===== src/rtl/fl_pkg.sv =====
// Package: shared widths and register field positions for the fast-lock controller.
// Assumes the 32-bit register layout used by the frequency, current and timer registers.
package fl_pkg;
    localparam int DATA_W      = 32;
    localparam int ADDR_W      = 3;
    localparam int CNT_W       = 12;
    localparam int CP_W        = 4;
    localparam int SEL_W       = 4;
    localparam int MODE_W      = 2;

    localparam logic [ADDR_W-1:0] A_FREQ  = 3'd0;
    localparam logic [ADDR_W-1:0] A_CP    = 3'd2;
    localparam logic [ADDR_W-1:0] A_TIMER = 3'd4;

    localparam int LOAD_LSB = 7;
    localparam int MODE_LSB = 19;
    localparam int SEL_LSB  = 27;
    localparam int CP_LSB   = 9;

    localparam logic [MODE_W-1:0] MODE_FAST = 2'b01;
    localparam logic [SEL_W-1:0]  SEL_SWITCH = 4'b1100;
endpackage


===== src/rtl/fl_regs.sv =====
// Module: holds the fields of the frequency, current and timer registers
// and flags a frequency write. Assumes one write per cycle at most.
module fl_regs
    import fl_pkg::*;
(
    input  logic              clk,
    input  logic              rst_n,
    input  logic              wr_en,
    input  logic [ADDR_W-1:0] wr_addr,
    input  logic [DATA_W-1:0] wr_data,
    output logic              freq_wr,
    output logic [CNT_W-1:0]  load_val,
    output logic [MODE_W-1:0] mode,
    output logic [CP_W-1:0]   cp_prog,
    output logic [SEL_W-1:0]  mux_sel
);
    // Capture register fields on their writes.
    always_ff @(posedge clk) begin
        if (!rst_n) begin
            load_val <= '0;
            mode     <= '0;
            cp_prog  <= '0;
            mux_sel  <= '0;
        end else if (wr_en) begin
            case (wr_addr)
                A_FREQ:  mux_sel <= wr_data[SEL_LSB +: SEL_W];
                A_CP:    cp_prog <= wr_data[CP_LSB +: CP_W];
                A_TIMER: begin
                    load_val <= wr_data[LOAD_LSB +: CNT_W];
                    mode     <= wr_data[MODE_LSB +: MODE_W];
                end
                default: ;
            endcase
        end
    end

    // Flag the write that programs a new frequency.
    always_comb freq_wr = wr_en && (wr_addr == A_FREQ);
endmodule


===== src/rtl/fl_timer.sv =====
// Module: down-counter of PFD ticks that holds busy for exactly the loaded count.
// Assumes start already qualifies mode and a nonzero load; start beats a tick.
module fl_timer
    import fl_pkg::*;
(
    input  logic             clk,
    input  logic             rst_n,
    input  logic             start,
    input  logic             tick,
    input  logic [CNT_W-1:0] load_val,
    output logic             busy
);
    logic [CNT_W-1:0] remain;

    // Load on start, count ticks while busy, drop busy after the last tick.
    always_ff @(posedge clk) begin
        if (!rst_n) begin
            remain <= '0;
            busy   <= 1'b0;
        end else if (start) begin
            remain <= load_val;
            busy   <= 1'b1;
        end else if (busy && tick) begin
            remain <= remain - 1'b1;
            if (remain == CNT_W'(1)) busy <= 1'b0;
        end
    end
endmodule


===== src/rtl/fl_drive.sv =====
// Module: output stage that boosts the current code and pulls the pin low
// during the interval. Assumes all-ones is the maximum current code.
module fl_drive
    import fl_pkg::*;
(
    input  logic             busy,
    input  logic [CP_W-1:0]  cp_prog,
    input  logic [SEL_W-1:0] mux_sel,
    output logic [CP_W-1:0]  cp_code,
    output logic             mux_pull_low
);
    localparam logic [CP_W-1:0] CP_MAX = '1;

    // Choose boosted or programmed current and gate the pin switch.
    always_comb begin
        cp_code      = busy ? CP_MAX : cp_prog;
        mux_pull_low = busy && (mux_sel == SEL_SWITCH);
    end
endmodule


===== src/rtl/fastlock_ctrl.sv =====
// Module: fast-lock timeout controller top. A frequency write with fast-lock
// mode and a nonzero timeout opens a wide-band interval counted in PFD ticks.
// Assumes pfd_tick is a synchronous one-clock strobe.
module fastlock_ctrl
    import fl_pkg::*;
(
    input  logic              clk,
    input  logic              rst_n,
    input  logic              wr_en,
    input  logic [ADDR_W-1:0] wr_addr,
    input  logic [DATA_W-1:0] wr_data,
    input  logic              pfd_tick,
    output logic [CP_W-1:0]   cp_code,
    output logic              mux_pull_low,
    output logic              busy
);
    logic              freq_wr;
    logic [CNT_W-1:0]  load_val;
    logic [MODE_W-1:0] mode;
    logic [CP_W-1:0]   cp_prog;
    logic [SEL_W-1:0]  mux_sel;
    logic              start;

    fl_regs u_regs (
        .clk(clk), .rst_n(rst_n), .wr_en(wr_en), .wr_addr(wr_addr),
        .wr_data(wr_data), .freq_wr(freq_wr), .load_val(load_val),
        .mode(mode), .cp_prog(cp_prog), .mux_sel(mux_sel)
    );

    // Qualify a frequency write as the start of an interval.
    always_comb start = freq_wr && (mode == MODE_FAST) && (load_val != '0);

    fl_timer u_timer (
        .clk(clk), .rst_n(rst_n), .start(start), .tick(pfd_tick),
        .load_val(load_val), .busy(busy)
    );

    fl_drive u_drive (
        .busy(busy), .cp_prog(cp_prog), .mux_sel(mux_sel),
        .cp_code(cp_code), .mux_pull_low(mux_pull_low)
    );
endmodule


===== config.mk =====
export PLATFORM = sky130hd
export DESIGN_NAME = fastlock_ctrl
export DESIGN_NICKNAME = d
export VERILOG_FILES = /design/src/rtl/fl_pkg.sv /design/src/rtl/fl_regs.sv /design/src/rtl/fl_timer.sv /design/src/rtl/fl_drive.sv /design/src/rtl/fastlock_ctrl.sv
export SDC_FILE = /design/constraint.sdc
export NUM_CORES = 1
export LEC_CHECK = 0
export BUFFER_PORTS_ARGS = -buffer_cell sky130_fd_sc_hd__buf_2
export CAP_MARGIN = 40
export CORE_UTILIZATION = 40
export CTS_CLUSTER_DIAMETER = 80
export DETAILED_ROUTE_END_ITERATION = 10
export GPL_ROUTABILITY_DRIVEN = 0
export PLACE_DENSITY = 0.68
export SYNTH_ARGS = -nofsm -noshare
export SYNTH_HDL_FRONTEND = slang
export SYNTH_SLANG_ARGS = --single-unit

===== constraint.sdc =====
create_clock -name clk -period 4.05 [get_ports clk]
set_input_delay 0.2025 -clock clk [delete_from_list [all_inputs] [get_ports clk]]
set_output_delay 0.2025 -clock clk [all_outputs]
set_load 0.005 [all_outputs]

**Word level (Yosys, flattened, before mapping)**

Cells that the tools add are included.

- Register bits after elaboration: 35
- Input bits: 39
- Output and inout port bits: 6
- Logic and storage cells: 31

- Add/sub/neg operators: 1
- Equal/unequal tests: 5
- Mux-type cells: 6
- Reduce and logical (&&, ||, !) cells: 13

Operators by type and width:

| kind | number |
|---|---|
| 2-to-1 mux 12 bit | 2 |
| == test 12 x 1 -> 1 bit (second input constant) | 1 |
| nonzero test 12 bit | 1 |
| subtractor 12 x 1 -> 12 bit (second input constant) | 1 |
| AND reduction 2 bit | 4 |
| logical AND 1 bit | 5 |
| == test 4 bit (second input constant) | 1 |
| 2-to-1 mux 4 bit | 1 |
| nonzero test 2 bit | 2 |
| == test 3 x 2 -> 1 bit (second input constant) | 1 |
| == test 3 bit (second input constant) | 1 |
| logical NOT 3 bit | 1 |
| 2-to-1 mux 1 bit | 3 |
| == test 2 x 1 -> 1 bit (second input constant) | 1 |

**Logic depth before layout (Yosys ltp)**

- Depth in word-level cells: 6
- Depth in mapped cells: 6
- Mapped depth without buffers: 6

**Modules after synthesis**

A second synthesis with hierarchy kept.

- Cells, all modules: 184
- Area, all modules: 1,649.1 um^2

Modules (own cells, without submodules):

| module | times used | cells each | area each (um^2) | sequential area each (um^2) |
|---|---|---|---|---|
| fl_regs | 1 | 94 | 904.6 | 440.4 |
| fl_timer | 1 | 78 | 673.1 | 260.2 |
| fl_drive | 1 | 6 | 37.5 | 0.0 |
| fastlock_ctrl | 1 | 6 | 33.8 | 0.0 |

**Worst setup path before layout**

No wires, ideal clock.

- Kind: register to register
- Start: register u_timer.remain[3]
- End: register u_timer.remain[7]
- Setup time: 134 ps
- Arrival time: 1,328 ps
- Data required time: 3,916 ps
- Setup slack: 2,589 ps
- Stages on the path, launching flop included: 5
- Buffers on the path: 0
- Clock period less this slack: 1,461 ps
- Cell sequence: dfxtp_1 -> or4_1 -> nor3_1 -> xnor2_1 -> o22ai_1

- Word-level cells in the longest chain between the ends: 3

RTL lines:

| what | RTL line | source |
|---|---|---|
| from (decl) | fl_timer.sv:13 | `logic [CNT_W-1:0] remain;` |
| from (signal assigned) | fl_timer.sv:21 | `remain <= load_val;` |
| from (signal assigned) | fl_timer.sv:24 | `remain <= remain - 1'b1;` |
| subtractor 12 x 1 -> 12 bit | fl_timer.sv:24 |  |
| 2-to-1 mux 12 bit | fl_timer.sv:23 | `end else if (busy && tick) begin` |
| 2-to-1 mux 12 bit | fl_timer.sv:20 | `end else if (start) begin` |

Every way passes these cells. The select of a mux whose other input is x is not followed.
A chain may end at the register's enable or synchronous reset.

**Final worst setup path**

- Start: register u_regs.load_val[7]
- End: register u_timer.remain[2]

- Word-level cells in the longest chain between the ends: 3
- Elaborated cells between the ends (all ways): 4
- Classes of those cells: mux (1); reduce/logical (3)

RTL lines:

| what | RTL line | source |
|---|---|---|
| from (decl) | fl_regs.sv:12 | `output logic [CNT_W-1:0] load_val,` |
| from (signal assigned) | fl_regs.sv:29 | `load_val <= wr_data[LOAD_LSB +: CNT_W];` |
| nonzero test 12 bit (*) | fastlock_ctrl.sv:31 | `always_comb start = freq_wr && (mode == MODE_FAST) && (load_val != '0);` |
| logical AND 1 bit (*) | fastlock_ctrl.sv:31 |  |
| 2-to-1 mux 12 bit or nonzero test 2 bit (tied branches) | -- |  |

Every way passes the cells marked *; elsewhere a longest branch is shown, timed or not.

==> results.sh <==
export IMPL_max_cap_viol_count=0
export IMPL_hold_violations=0
export IMPL_tightest_slew_ns=0.711
export IMPL_seq_area_um2=701
export IMPL_end_kind="flop"
export IMPL_synth_top_flop_cell="dfxtp_1"
export IMPL_fin_worst_skew_ns=0.00580
export IMPL_drive_gt1_share_pct=22.7
export IMPL_leakagePower_nw=0.717
export IMPL_drtPass1Iterations=4
export IMPL_crit_arrival_ns=2.03
export IMPL_cts_resized=0
export IMPL_grt_ovfl_total=0
export IMPL_syn_cell_area_um2=1620
export IMPL_drt_wirelength_per_cell_um=11.9
export IMPL_io_pins=45
export IMPL_synth_cell_types=35
export IMPL_antenna_found_initial=0
export IMPL_cts_root_buf="clkbuf_8"
export IMPL_min_period_ns=1.88
export IMPL_hold_buffers=0
export IMPL_power_w=0.000675
export IMPL_synth_cells=187
export IMPL_syn_nets=228
export IMPL_slew_headroom_pct=52.5
export IMPL_synthTopCellsByArea="dfxtp_1 (43%), nand2_1 (7.4%), a21oi_1 (6.5%), mux2i_1 (5.5%), xnor2_1 (4.3%)"
export IMPL_crit_path_start_kind="flop"
export IMPL_core_um2=3770
export IMPL_tritoncts="built"
export IMPL_yosys_area_top_type_share_pct=43.1
export IMPL_syn_area_per_cell_um2=8.68
export IMPL_hold_path_depth=3
export IMPL_initial_core_util_pct=43.1
export IMPL_drc=0
export IMPL_setup_tns_ns=0
export IMPL_rsz0062_at_grt="no"
export IMPL_cp_max_fo=14
export IMPL_die_area_um2=4320
export IMPL_grt_pass1_wl_mm=5.59
export IMPL_postCtsSetupBuffers=0
export IMPL_post_route_period_util_pct=46.5
export IMPL_drt_iter0_markers=50
export IMPL_path_cells="nor4_1, and3_1, or2_1, a311oi_1"
export IMPL_synth_top_cell_by_area="dfxtp_1"
export IMPL_nets=256
export IMPL_fillerInstances=373
export IMPL_path_clk_slew_ns=0.07
export IMPL_antenna_left=0
export IMPL_final_cell_mix="dfxtp_1 (35), nand2_1 (32), buf_2 (31)"
export IMPL_critPathSlowestCell="and3_1"
export IMPL_numCtsBuffers=5
export IMPL_diodes=0
export IMPL_power_density_nw_per_um2=354
export IMPL_rows=22
export IMPL_finalSetupViolations=0
export IMPL_fmax_ghz=0.531
export IMPL_layout_commonest_cell="dfxtp_1"
export IMPL_cp_top_family="simple AND/OR/NAND/NOR gates"
export IMPL_synth_edf_count=0
export IMPL_vias=1372
export IMPL_finalWirelength_mm=3.14
export IMPL_dp_cells=256
export IMPL_viasPerCell=5.20
export IMPL_cts_sinks=35
export IMPL_clock_latency_ns=0.29
export IMPL_critPathKind="reg -> reg"
export IMPL_wl_met3_um=130
export IMPL_wl_met1_mm=1.45
export IMPL_die_w_um=65.7
export IMPL_drv_slew=0
export IMPL_routed_wl_met2_mm=1.49
export IMPL_min_path_type="in -> reg"
export IMPL_grt_max_degree=18
export IMPL_clk_path_buf_depth=2
export IMPL_critPathRequiredTime_ns=4.20
export IMPL_stdcell_count=264
export IMPL_vdd_drop_max_uv=253
export IMPL_yosys_warnings=0
export IMPL_ys_seq_elements=35
export IMPL_synth_seq_area_share_pct=43.1
export IMPL_io_buffers=30
export IMPL_die_h_um=65.7
export IMPL_r2r_cells=4
export IMPL_post_dp_hpwl_mm=2.29
export IMPL_cpPeakStageDelay_ns=0.48
export IMPL_multiInputGateArea_um2=863
export IMPL_htreeDepth=2
export IMPL_run_status="finished clean"
export IMPL_highest_layer="met4"
export IMPL_crit_buf_inv=0
export IMPL_async_flop_share_pct=0
export IMPL_grt_pass1_vias=1275
export IMPL_grtUsageTotal_pct=17.2
export IMPL_path_depth=4
export IMPL_areaGrowthSynthToFinish_pct=17.3
## registers in the layout, summed over array words and instances (netlist names)
| name | cells |
|---|---|
| u_regs.load_val | 12 |
| u_timer.remain | 12 |
| u_regs.cp_prog | 4 |
| u_regs.mux_sel | 4 |
| u_regs.mode | 2 |
| u_timer.busy | 1 |
## cells by family (layout without fill, tap and decap cells)
family,Yosys count,after routing,synth area share [%]
AO/OA/AOI/OAI,35,35,13.7
buffers and inverters,14,43,3.70
AND/OR/NAND/NOR,82,82,27.0
adder cells (fa/ha/maj),2,2,1.54
flip-flops,35,35,43.1
XOR/XNOR,10,10,5.39
multiplexers,9,9,5.55
## synthesized netlist by cell type, types with 2 or more instances
master,count
nor2_1,12
nand2_1,32
o31ai_1,5
a211oi_2,4
xor2_1,2
xnor2_1,8
o21ai_0,3
or2_2,4
nand3_1,2
ha_1,2
inv_1,3
a21oi_1,21
dfxtp_1,35
nor4_1,6
clkbuf_1,10
nor3_1,9
nand4b_1,2
mux2i_1,9
nor4bb_1,2
## per-stage QoR
stage          cell area (um2)  hold WS [ns]  setup slack (ns)  util [%]
6_report                  1910         0.145              2.17      50.5
5_1_grt                   1910         0.149              1.98      50.5
2_1_floorplan             1620         0.338              2.59         -
4_1_cts                   1910         0.138              2.15      50.5
3_3_place_gp              1790         0.441              2.02      47.3
3_5_place_dp              1810         0.448              2.00      47.9
## metal layers
metal  vias to the layer above  track usage [%]
met2                        25             28.3
met3                         8             3.82
met4                         0             9.78
met5                         -                0
li1                        712                -
met1                       627             20.3
## path summary, 6_finish.rpt
check                      from  slack, ns                 end
max reg2reg  u_regs.load_val[7]       2.17   u_timer.remain[2]
max          u_regs.load_val[7]       2.17   u_timer.remain[2]
min                  wr_data[7]       0.15  u_regs.load_val[0]
min reg2reg      u_regs.mode[1]       0.45      u_regs.mode[1]
## area by class of cell
cell class / count / share of cell area, %
clock buffer: 8 / 5.25
inverter: 3 / 0.591
multi-input combinational: 138 / 45.3
sequential: 35 / 36.8
tap: 48 / 3.15
timing repair buffer: 32 / 8.93
## power breakdown
group	switching [W]	internal, W	leakage (nW)	total, W
clock	0.000120	0.000155	0.0515	0.000275
combinational	0.0000270	0.0000202	0.383	0.0000472
sequential	0.00000306	0.000349	0.283	0.000352
total	0.000150	0.000524	0.717	0.000675
## worst reg2reg max path, stage by stage, from the launching register on
cell      delay [ns]
dfxtp_1         0.33
nor4_1          0.32
and3_1          0.48
or2_1           0.47
a311oi_1        0.15
(Power assumes the default switching activity.)
